<file path="config.mk">
export PLATFORM = sky130hd
export DESIGN_NAME = adc_result_shifter
export DESIGN_NICKNAME = d
export VERILOG_FILES = /design/src/rtl/adc_shift_pkg.sv /design/src/rtl/ser_edge_detect.sv /design/src/rtl/frame_ctrl.sv /design/src/rtl/shift_lane.sv /design/src/rtl/adc_result_shifter.sv
export SDC_FILE = /design/constraint.sdc
export NUM_CORES = 1
export LEC_CHECK = 0
export ABC_AREA = 0
export BUFFER_PORTS_ARGS = -buffer_cell sky130_fd_sc_hd__clkbuf_2
export CAP_MARGIN = 40
export CORE_AREA = 2 2 97 99
export CTS_CLUSTER_DIAMETER = 80
export DETAILED_ROUTE_END_ITERATION = 10
export DIE_AREA = 0 0 99 101
export PLACE_DENSITY = 0.58
export SETUP_SLACK_MARGIN = 0.3
export SYNTH_ARGS = -nofsm -noshare
export SYNTH_HDL_FRONTEND = slang
export SYNTH_SLANG_ARGS = --single-unit
</file>
<file path="constraint.sdc">
create_clock -name clk -period 3.41 [get_ports clk]
set_input_delay 0.5115 -clock clk [delete_from_list [all_inputs] [get_ports clk]]
set_output_delay 0.5115 -clock clk [all_outputs]
set_load 0.01 [all_outputs]
</file>
<file path="src/rtl/adc_shift_pkg.sv">
package adc_shift_pkg;
  localparam int RES_W = 12;
  localparam int HDR_W = 4;

  typedef struct packed {
    logic lead;
    logic rng;
    logic chan;
    logic conv;
  } hdr_t;
endpackage

</file>
<file path="src/rtl/ser_edge_detect.sv">
module ser_edge_detect (
  input  logic clk,
  input  logic rst_n,
  input  logic cs_n,
  input  logic sclk,
  output logic cs_fall,
  output logic cs_rise,
  output logic sclk_fall,
  output logic sclk_rise
);
  logic cs_prev;
  logic sclk_prev;

  always_ff @(posedge clk or negedge rst_n) begin
    if (!rst_n) begin
      cs_prev   <= 1'b1;
      sclk_prev <= 1'b0;
    end else begin
      cs_prev   <= cs_n;
      sclk_prev <= sclk;
    end
  end

  assign cs_fall   = cs_prev & ~cs_n;
  assign cs_rise   = ~cs_prev & cs_n;
  assign sclk_fall = sclk_prev & ~sclk;
  assign sclk_rise = ~sclk_prev & sclk;
endmodule

</file>
<file path="src/rtl/frame_ctrl.sv">
module frame_ctrl #(
  parameter int TOTAL_BITS = 32,
  parameter int CNT_W      = $clog2(TOTAL_BITS + 1)
) (
  input  logic             clk,
  input  logic             rst_n,
  input  logic             cs_fall,
  input  logic             cs_rise,
  input  logic             sclk_fall,
  input  logic             sclk_rise,
  output logic             active,
  output logic             load_ev,
  output logic             shift_ev,
  output logic             last_rise_ev,
  output logic             rel_ev,
  output logic [CNT_W-1:0] rise_cnt
);
  localparam logic [CNT_W-1:0] LAST_IDX = CNT_W'(TOTAL_BITS - 1);

  assign load_ev      = cs_fall;
  assign shift_ev     = active & sclk_fall & ~cs_fall;
  assign last_rise_ev = active & sclk_rise & (rise_cnt == LAST_IDX);
  assign rel_ev       = active & (cs_rise | last_rise_ev);

  always_ff @(posedge clk or negedge rst_n) begin
    if (!rst_n) begin
      active   <= 1'b0;
      rise_cnt <= '0;
    end else if (load_ev) begin
      active   <= 1'b1;
      rise_cnt <= '0;
    end else begin
      if (rel_ev) active <= 1'b0;
      if (active && sclk_rise) rise_cnt <= rise_cnt + 1'b1;
    end
  end
endmodule

</file>
<file path="src/rtl/shift_lane.sv">
module shift_lane
  import adc_shift_pkg::*;
#(
  parameter int     DATA_W  = RES_W,
  parameter logic   CONV_ID = 1'b0,
  localparam int    WORD_W  = DATA_W + HDR_W
) (
  input  logic              clk,
  input  logic              rst_n,
  input  logic              load,
  input  logic              shift,
  input  logic              active,
  input  logic              rng,
  input  logic              chan,
  input  logic [DATA_W-1:0] own_res,
  input  logic [DATA_W-1:0] other_res,
  output logic              dout
);
  function automatic logic [WORD_W-1:0] make_word(
    input logic r, input logic c, input logic conv, input logic [DATA_W-1:0] d);
    hdr_t h;
    h.lead = 1'b0;
    h.rng  = r;
    h.chan = c;
    h.conv = conv;
    return {h, d};
  endfunction

  logic [2*WORD_W-1:0] shreg;

  always_ff @(posedge clk or negedge rst_n) begin
    if (!rst_n) begin
      shreg <= '0;
    end else if (load) begin
      shreg <= {make_word(rng, chan, CONV_ID, own_res),
                make_word(rng, chan, ~CONV_ID, other_res)};
    end else if (shift) begin
      shreg <= {shreg[2*WORD_W-2:0], 1'b0};
    end
  end

  assign dout = active & shreg[2*WORD_W-1];
endmodule

</file>
<file path="src/rtl/adc_result_shifter.sv">
module adc_result_shifter
  import adc_shift_pkg::*;
#(
  parameter int DATA_W = RES_W
) (
  input  logic              clk,
  input  logic              rst_n,
  input  logic              cs_n,
  input  logic              sclk,
  input  logic              range_sel,
  input  logic              chan_sel,
  input  logic [DATA_W-1:0] res_a,
  input  logic [DATA_W-1:0] res_b,
  output logic              dout_a,
  output logic              oe_a,
  output logic              dout_b,
  output logic              oe_b
);
  localparam int WORD_W     = DATA_W + HDR_W;
  localparam int TOTAL_BITS = 2 * WORD_W;
  localparam int CNT_W      = $clog2(TOTAL_BITS + 1);

  logic cs_fall, cs_rise, sclk_fall, sclk_rise;
  logic active, load_ev, shift_ev, last_rise_ev, rel_ev;
  logic [CNT_W-1:0] rise_cnt;
  logic range_q;
  logic [1:0] lane_dout;

  ser_edge_detect u_edges (
    .clk       (clk),
    .rst_n     (rst_n),
    .cs_n      (cs_n),
    .sclk      (sclk),
    .cs_fall   (cs_fall),
    .cs_rise   (cs_rise),
    .sclk_fall (sclk_fall),
    .sclk_rise (sclk_rise)
  );

  frame_ctrl #(.TOTAL_BITS(TOTAL_BITS), .CNT_W(CNT_W)) u_ctrl (
    .clk          (clk),
    .rst_n        (rst_n),
    .cs_fall      (cs_fall),
    .cs_rise      (cs_rise),
    .sclk_fall    (sclk_fall),
    .sclk_rise    (sclk_rise),
    .active       (active),
    .load_ev      (load_ev),
    .shift_ev     (shift_ev),
    .last_rise_ev (last_rise_ev),
    .rel_ev       (rel_ev),
    .rise_cnt     (rise_cnt)
  );

  // Range captured now is reported in the following frame.
  always_ff @(posedge clk or negedge rst_n) begin
    if (!rst_n) range_q <= 1'b0;
    else if (load_ev) range_q <= range_sel;
  end

  for (genvar g = 0; g < 2; g++) begin : g_lane
    shift_lane #(.DATA_W(DATA_W), .CONV_ID(g[0])) u_lane (
      .clk       (clk),
      .rst_n     (rst_n),
      .load      (load_ev),
      .shift     (shift_ev),
      .active    (active),
      .rng       (range_q),
      .chan      (chan_sel),
      .own_res   ((g == 0) ? res_a : res_b),
      .other_res ((g == 0) ? res_b : res_a),
      .dout      (lane_dout[g])
    );
  end

  assign dout_a = lane_dout[0];
  assign dout_b = lane_dout[1];
  assign oe_a   = active;
  assign oe_b   = active;
endmodule

</file>
Word-level counts from Yosys, hierarchy flattened
Index checks and enable logic that the tools add are counted.
{"block": "word_totals", "romBits": 0, "mem_count": 0, "mem_bits_rw": 0, "register_bits": 74, "inputBits": 30, "latch_bits": 0}
{"block": "op_classes", "mul": 0, "shift": 0, "addsub": 1, "n_bitwise": 17, "reduce_logical": 4, "div": 0, "mux": 8, "order_cmp": 0, "eq_ne": 1}
{"cell": "$mux 32", "n": 4}
{"cell": "$mux 6", "n": 2}
{"cell": "$and 1x1->1", "n": 11}
{"cell": "$add 6x1->6 const B", "n": 1}
{"cell": "$eq 6x5->1 const B", "n": 1}
{"cell": "$reduce_bool 2->1", "n": 3}
{"cell": "$not 1->1", "n": 5}
{"cell": "$mux 1", "n": 2}
{"cell": "$logic_and 1x1->1", "n": 1}
{"cell": "$or 1x1->1", "n": 1}

Longest topological paths before layout
Gate-level depths: netlist of run 1.
{"block": "depth", "depth_word": 8, "depth_mapped": 5, "depth_no_buf": 4}

Modules after synthesis
From an unflattened synthesis of run 1, not the netlist that was laid out.
{"block": "unflattened", "cells_unflattened": 311, "area_unflattened_um2": 3484.6}
{"mod": "shift_lane", "instances": 2, "cells_each": 131, "area_each_um2": 1482.7}
{"mod": "frame_ctrl", "instances": 1, "cells_each": 40, "area_each_um2": 385.4}
{"mod": "ser_edge_detect", "instances": 1, "cells_each": 6, "area_each_um2": 86.3}
{"mod": "adc_result_shifter", "instances": 1, "cells_each": 3, "area_each_um2": 47.5}

Worst setup path before layout of run 1
No wires, ideal clock.
{"block": "synth_timing", "kind": "input -> register", "from": "in cs_n", "to": "reg g_lane[1].u_lane.shreg[17]", "n_path_buf": 2, "arrival_time_ns": 1.224, "required_ns": 3.287, "path_slack_ns": 2.063, "stages": 5, "path_cell_list": "and2b_1 > buf_4 > buf_4 > a21oi_2 > a21oi_2"}
{"block": "synth_via", "elab_chain_len": 5, "word_cells_on_any_way": 6, "classes_between": "mux: 1; bitwise: 4; reduce/logical: 1"}
{"element": "start: declaration", "line_no": "adc_result_shifter.sv:8", "source": "input logic cs_n,"}
{"element": "$not 1->1 (*)", "line_no": "ser_edge_detect.sv:24", "source": "assign cs_fall = cs_prev & ~cs_n;"}
{"element": "$and 1x1->1 (*)", "line_no": "ser_edge_detect.sv:24"}
{"element": "$not 1->1", "line_no": "frame_ctrl.sv:21", "source": "assign shift_ev = active & sclk_fall & ~cs_fall;"}
{"element": "$and 1x1->1", "line_no": "frame_ctrl.sv:21"}
{"element": "$reduce_bool 2->1 (no line)"}
{"element": "end signal: assignment", "line_no": "shift_lane.sv:35", "source": "shreg <= {make_word(rng, chan, CONV_ID, own_res),"}
{"element": "end signal: assignment", "line_no": "shift_lane.sv:38", "source": "shreg <= {shreg[2*WORD_W-2:0], 1'b0};"}
{"element": "end: declaration", "line_no": "shift_lane.sv:29", "source": "logic [2*WORD_W-1:0] shreg;"}
Mark *: on every way between the ends. The rest lies on a longest branch, timed or not.
A chain may end at the register's enable or synchronous reset.

Worst setup path after layout of run 1
{"block": "layout_timing", "from": "reg u_ctrl.active", "to": "reg g_lane[0].u_lane.shreg[2]"}
{"block": "layout_via", "elab_chain_len": 3}
{"element": "start: declaration", "line_no": "frame_ctrl.sv:11", "source": "output logic active,"}
{"element": "start signal: assignment", "line_no": "frame_ctrl.sv:27", "source": "active <= 1'b0;"}
{"element": "start signal: assignment", "line_no": "frame_ctrl.sv:30", "source": "active <= 1'b1;"}
{"element": "start signal: assignment", "line_no": "frame_ctrl.sv:33", "source": "if (rel_ev) active <= 1'b0;"}
{"element": "$and 1x1->1 (2 in series)", "line_no": "frame_ctrl.sv:21"}
{"element": "$reduce_bool 2->1 (no line)"}
{"element": "end signal: assignment", "line_no": "shift_lane.sv:35"}
{"element": "end signal: assignment", "line_no": "shift_lane.sv:38"}
{"element": "end: declaration", "line_no": "shift_lane.sv:29"}
Every way passes these cells.

==> metrics.txt, run 1 <==
overall routing resource usage=between 10% and 20%; Layout Nets=around 410; Sink Count=between 70 and 80; buffer depth of the longest clock path=2; sequential fraction of design power=48.9%; Port-buffer cells=33; Worst VDD drop=0.314 mV; post-route clock period utilization=between 50% and 60%; P per Cell Area=just under 600 nW/um^2; routability congestion estimate from global placement=between 0.7 and 0.8; R2R Setup Slk=1590 ps; post-synth net total=382; Netlist cell types=27; Critical Path RT=3690 ps; floorplan die height=approximately 100 um; Skew-Pair Late Insertion Delay=approximately 350 ps; clock tree root buffer cell=sky130_fd_sc_hd__clkbuf_8; net switching fraction of the power=26.1%; antenna cell count=0; fraction of the yosys area taken by sequential cells=roughly 53%; number of antenna violations at the first check in global routing=0; hold worst-path end=u_edges.cs_prev; Yosys warnings=0; pin count of the biggest net entering global routing=between 60 and 70; number of setup violations in the final report=0; headroom to the max-slew limit=between 50% and 60%; worst slew pin tran=approximately 750 ps; post-detail-place hpwl=between 4000 and 5000 um; clock edge transition at the registers on the reported setup and hold paths=~80 ps; combinational group share of total power=13.6%; CP Max Fanout=38; Max Fclk=~0.55 GHz; category of the most critical setup path=flip-flop to flip-flop; share of final-layout standard cells stronger than drive strength 1=29.2%; # Max-Cap Violations=0; Pint=0.00167 W; Post-Syn Area per Cell=between 9 and 10 um^2; post-detailed-route wirelength per cell=between 10 and 15 um; number of vias per cell=roughly 5; setup repair after global routing missed its margin=no; # H-tree levels=3; Net Sw Power=~0.00059 W; gate count of the mapped netlist=around 350; status=finished clean; DRC violations left=0; worst r2r path cells=4; Worst Setup End Kind=flip-flop; leak pwr=1.76 nW; final hold violation count=0; starting density of the core=38.6%; Mapped Area=between 3000 and 4000 um^2; DRC marker count from the first detailed-route iteration=110; most instantiated flip-flop cell in the synthesis netlist=sky130_fd_sc_hd__dfrtp_1; clock tree from TritonCTS=done; Hold Path Origin=cs_n; CP startpoint=u_ctrl.active; number of enable-type register cells in the synthesized netlist=0; wire length of the first global-routing pass=approximately 12,000 um; max-slew violation count=0; total via count after detailed routing=roughly 2,500; launch point of the worst reg-to-reg path=u_ctrl.active; clock buffers created by TritonCTS=9; Row Count=35; Routed Wire Length=between 6000 and 7000 um; Min Clock Period, post-route=~1800 ps; arrival time of the worst setup path=~2100 ps; area delta synth->final=12.6%; reg-to-reg critical path endpoint=g_lane[0].u_lane.shreg[2]; postcts setup bufs=0; area inside the core boundary=between 8000 and 9000 um^2; fraction of registers with async set or reset after synthesis=100%; Die Span X=between 90 and 100 um; Die Outline Area=~10000 um^2; worst clock skew=~13 ps; # fillers=between 800 and 900; Congestion Overflow GR=0; startpoint class of the critical path=flip-flop; Top Ports=34; post-synthesis register bit count=74; number of detailed-routing iterations run before antenna repair=4; vias in the first global route=2,604; number of nets with antenna violations after routing=0; total power=~0.0023 W; WHS Path Cells=1; total negative slack=0 ps; hold crit path type=primary input to flip-flop; clock network fraction of design power=between 30% and 40%
[routing by layer]
layer	routed length, um	part of all wire [%]	track usage (%)	vias to the layer above
met5	0	0	0	-
met4	105	1.6	7.59	0
met3	196	2.9	2.50	10
met2	3310	49	25.5	25
met1	3110	46	18.1	1225
li1	-	-	-	1236
[area by class of cell]
class	instances	area [um^2]	area share (%)
Inverter	1	3.75	0.0962
Clock buffer	12	155	3.98
Clock inverter	4	97.6	2.50
Tap cell	111	139	3.56
Sequential cell	74	1850	47.5
Timing Repair Buffer	42	273	6.99
Multi-Input combinational cell	250	1380	35.4
[stage by stage]
| step | cells | hold WS, ps | utilization [%] | setup slack (ps) | instance area (um^2) |
|---|---|---|---|---|---|
| finish | 494 | 290 | 43.5 | 1590 | 3900 |
| global route | 494 | 266 | 43.5 | 1450 | 3900 |
| CTS | 494 | 270 | 43.5 | 1580 | 3900 |
| detailed placement | 477 | 347 | 40.5 | 1400 | 3640 |
| global placement | 476 | 468 | 40.3 | 1420 | 3620 |
| floorplan | 351 | 216 | - | 2060 | 3460 |
[cell families (layout without fill, tap and decap cells)]
kind of cell	after synthesis	in the layout	share of synthesized area (%)
DFF	74	74	53.5
muxes	1	1	0.289
xor gates and xnor gates	2	2	0.506
buffers and inverters	27	59	6.86
and+or+nand+nor	128	128	15.8
AOI/OAI and AO/OA	118	118	22.7
adders and majority gates	1	1	0.361
[worst max-delay path: stages, from the launching register on]
cell and delay [ps]:
sky130_fd_sc_hd__dfrtp_1 520, sky130_fd_sc_hd__and3b_4 590, sky130_fd_sc_hd__buf_12 320, sky130_fd_sc_hd__a21oi_1 110, sky130_fd_sc_hd__a21oi_1 180
[synthesized netlist by cell type (all sizes together), types with 2 or more instances]
cell    number  share of area (%)
a21oi      113                 22
nor2        27                2.9
buf         20                6.1
nand2       77                8.3
or3          3               0.54
xor2         2               0.51
nand3       10                1.4
clkbuf       6               0.65
nand4b       2               0.69
dfrtp       73                 53
and2         2               0.36
nand3b       2               0.43
o21ai        5               0.72
[placed cells by master, fill, tap and decap left out, types with 5 or more instances in the layout]
cell,netlist,final
sky130_fd_sc_hd__a21oi_2,52,52
sky130_fd_sc_hd__buf_4,7,5
sky130_fd_sc_hd__nand2_1,77,77
sky130_fd_sc_hd__a21oi_1,61,61
sky130_fd_sc_hd__clkbuf_2,0,32
sky130_fd_sc_hd__clkbuf_8,0,11
sky130_fd_sc_hd__nand3_1,10,10
sky130_fd_sc_hd__dfrtp_1,73,73
sky130_fd_sc_hd__o21ai_0,5,5
sky130_fd_sc_hd__nor2_1,27,27
[worst max-delay path by stage]
stage,endpoint,cells after the start,slack (ps)
global placement,g_lane[0].u_lane.shreg[2],5,1420
CTS,g_lane[1].u_lane.shreg[26],4,1580
finish,g_lane[0].u_lane.shreg[2],4,1590
global route,g_lane[0].u_lane.shreg[11],4,1450
floorplan,g_lane[1].u_lane.shreg[17],5,2060
detailed placement,g_lane[0].u_lane.shreg[1],5,1400
[flip-flops by register name, summed over array words and instances, names as in the netlist]
name                 cells
u_ctrl.rise_cnt          6
range_q                  1
g_lane.u_lane.shreg     64
u_ctrl.active            1
u_edges.cs_prev          1
u_edges.sclk_prev        1
[power by group through the flow]
stage	sequential [W]	clock, W	combinational, W
6_report	0.00111	0.000849	0.000308
5_1_grt	0.00113	0.000917	0.000359
4_1_cts	0.00111	0.000874	0.000315
3_5_place_dp	0.00112	0	0.000314
3_3_place_gp	0.00112	0	0.000302
2_1_floorplan	0.00110	0	0.000247
[timing repair]
item	4_1_cts	5_1_grt
resized for setup	0	0
hold endpoints to repair	2	0
hold buffers	1	0
Power figures use the tool's default switching activity.
==> inputs of run 2 (changes only) <==
- clock period: 3.41 -> 1.9 ns (I/O delays scaled with it)
==> metrics.txt, run 2 (same netlist as run 1, synthesis figures left out) <==
status=finished clean; Critical Path RT=2170 ps; launch point of the worst reg-to-reg path=u_edges.cs_prev; Max Fclk=between 0.6 and 0.7 GHz; Die Span X=around 99 um; footprint of the flip-flops and latches=roughly 1900 um^2; area delta synth->final=12.7%; number of standard cells in the layout, taps in and fillers out=493; category of the most critical setup path=flip-flop to flip-flop; pin count of the biggest net entering global routing=75; area inside the core boundary=between 8000 and 9000 um^2; hold worst-path end=u_edges.cs_prev; Worst Setup End Kind=flip-flop; Die Outline Area=about 10000 um^2; post-detailed-route wirelength per cell=about 13 um; Row Count=35; # Max-Cap Violations=0; area of the multi-input gates=1380 um^2; largest register by flop count=g_lane.u_lane.shreg; number of detailed-routing iterations run before antenna repair=4; DRC violations left=0; headroom to the max-slew limit=between 70% and 80%; Min Clock Period, post-route=approximately 1500 ps; R2R Setup Slk=around 450 ps; smallest hold slack=between 80 and 90 ps; met2 Use GR=23.1%; Port-buffer cells=33; overall routing resource usage=14.3%; total negative slack=0 ps; setup repair after global routing missed its margin=no; worst slew pin tran=between 300 and 400 ps; max-slew violation count=0; total via count after detailed routing=about 2,500; Skew-Pair Late Insertion Delay=~330 ps; vias in the first global route=between 2,000 and 2,500; commonest non-fill, non-tap cell in the layout=sky130_fd_sc_hd__nand2_1; clock tree root buffer cell=sky130_fd_sc_hd__clkbuf_8; Worst VDD drop=~0.49 mV; antenna cell count=0; number of nets with antenna violations after routing=0; post-route clock period utilization=~77%; arrival time of the worst setup path=approximately 1700 ps; clock buffers created by TritonCTS=9; worst r2r path cells=4; max reg flops=64; global routing usage on met1=between 10% and 20%; largest registers=g_lane.u_lane.shreg x64, u_ctrl.rise_cnt x6; minimum setup slack in the final design=446 ps; buffer depth of the longest clock path=2; leak pwr=1.76 nW; highest-count cells in the layout ignoring fill and taps=77 x sky130_fd_sc_hd__nand2_1, 72 x sky130_fd_sc_hd__dfrtp_1, 61 x sky130_fd_sc_hd__a21oi_1, 52 x sky130_fd_sc_hd__a21oi_2, 32 x sky130_fd_sc_hd__clkbuf_2; number of vias per cell=approximately 5.0; # fillers=895; routability congestion estimate from global placement=approximately 0.69; post-placement worst setup slack=438 ps; # H-tree levels=3; DRC marker count from the first detailed-route iteration=117; share of final-layout standard cells stronger than drive strength 1=slightly below 30%; Sink Count=74; number of setup violations in the final report=0; Layout Nets=~400; clock tree from TritonCTS=done; P per Cell Area=1010 nW/um^2; wire length of the first global-routing pass=11,500 um; Hold Path Origin=cs_n; worst clock skew=roughly 9 ps; number of antenna violations at the first check in global routing=0; floorplan die height=between 100 and 150 um; Top Ports=34; starting density of the core=38.6%; final hold violation count=0; clock edge transition at the registers on the reported setup and hold paths=70 ps; most heavily used metal layer in global routing=met2; fraction of met3 tracks used by global routing=2.77%; WHS Path Cells=1; Congestion Overflow GR=0; Cells after DPL=approximately 480; CP Max Fanout=38; final design utilization=a little over two fifths; reg-to-reg critical path endpoint=g_lane[1].u_lane.shreg[16]; hold crit path type=primary input to flip-flop; startpoint class of the critical path=flip-flop; Routed Wire Length=approximately 6600 um; post-detail-place hpwl=around 4000 um
==> run 2: cell count changes in the layout (fill, tap and decap cells not counted) <==
cell / before / now
sky130_fd_sc_hd__dfrtp_1: 73 / 72
sky130_fd_sc_hd__dfrtp_2: 0 / 1
sky130_fd_sc_hd__buf_4: 5 / 2
sky130_fd_sc_hd__clkbuf_8: 11 / 12
sky130_fd_sc_hd__buf_12: 3 / 5
sky130_fd_sc_hd__clkbuf_1: 1 / 0
sky130_fd_sc_hd__bufinv_16: 3 / 2
sky130_fd_sc_hd__clkinv_2: 0 / 1
==> run 2: area by class of cell <==
type,instances,share of cell area (%)
clock buffers,12,4.23
flip-flops and latches,74,47.5
multi-input cells,250,35.3
inverters,1,0.0961
clock inverters,4,1.86
repair buffers,41,7.43
well taps,111,3.56
==> run 2: power by group <==
| part | switching (W) | total (W) | internal [W] | leakage [nW] |
|---|---|---|---|---|
| registers | 0.000169 | 0.00199 | 0.00182 | 0.871 |
| logic | 0.000310 | 0.000555 | 0.000244 | 0.770 |
| clock network | 0.000571 | 0.00142 | 0.000846 | 0.119 |
| total | 0.00105 | 0.00396 | 0.00291 | 1.76 |
==> run 2: per-layer routing <==
| metal | wire length, um | vias to the layer above |
|---|---|---|
| met1 | 3090 | 1187 |
| met5 | 0 | - |
| li1 | - | 1232 |
| met4 | 52 | 0 |
| met3 | 198 | 6 |
| met2 | 3220 | 25 |
==> run 2: stage by stage <==
stage	total power [W]	cell area, um^2
3_3_place_gp	0.00257	3660
6_report	0.00396	3910
3_5_place_dp	0.00258	3660
4_1_cts	0.00401	3900
2_1_floorplan	0.00242	3460
5_1_grt	0.00418	3910
==> run 2: worst max-delay path by stage <==
stage | startpoint | to | cells past startpoint | slack (ps)
6_report | u_edges.cs_prev | g_lane[1].u_lane.shreg[16] | 4 | 450
5_1_grt | u_edges.cs_prev | g_lane[0].u_lane.shreg[1] | 4 | 350
4_1_cts | u_ctrl.active | dout_a | 2 | 400
3_5_place_dp | u_edges.cs_prev | g_lane[0].u_lane.shreg[2] | 4 | 440
3_3_place_gp | u_ctrl.active | u_ctrl.active | 3 | 430
2_1_floorplan | u_ctrl.active | g_lane[1].u_lane.shreg[17] | 5 | 600
==> run 2: timing repair <==
item | 4_1_cts | 5_1_grt
endpoints found under the hold margin | 73 | 0
resized for setup | 0 | 1
buffers inserted | 0 | 0
endpoints found under the setup margin | 0 | 1
hold buffers | 1 | 0
==> run 2: critical path, stage by stage (launching register included) <==
cell and delay [ps]:
sky130_fd_sc_hd__dfstp_2 540, sky130_fd_sc_hd__and2b_4 330, sky130_fd_sc_hd__buf_12 290, sky130_fd_sc_hd__nand2_1 130, sky130_fd_sc_hd__nand3_1 90
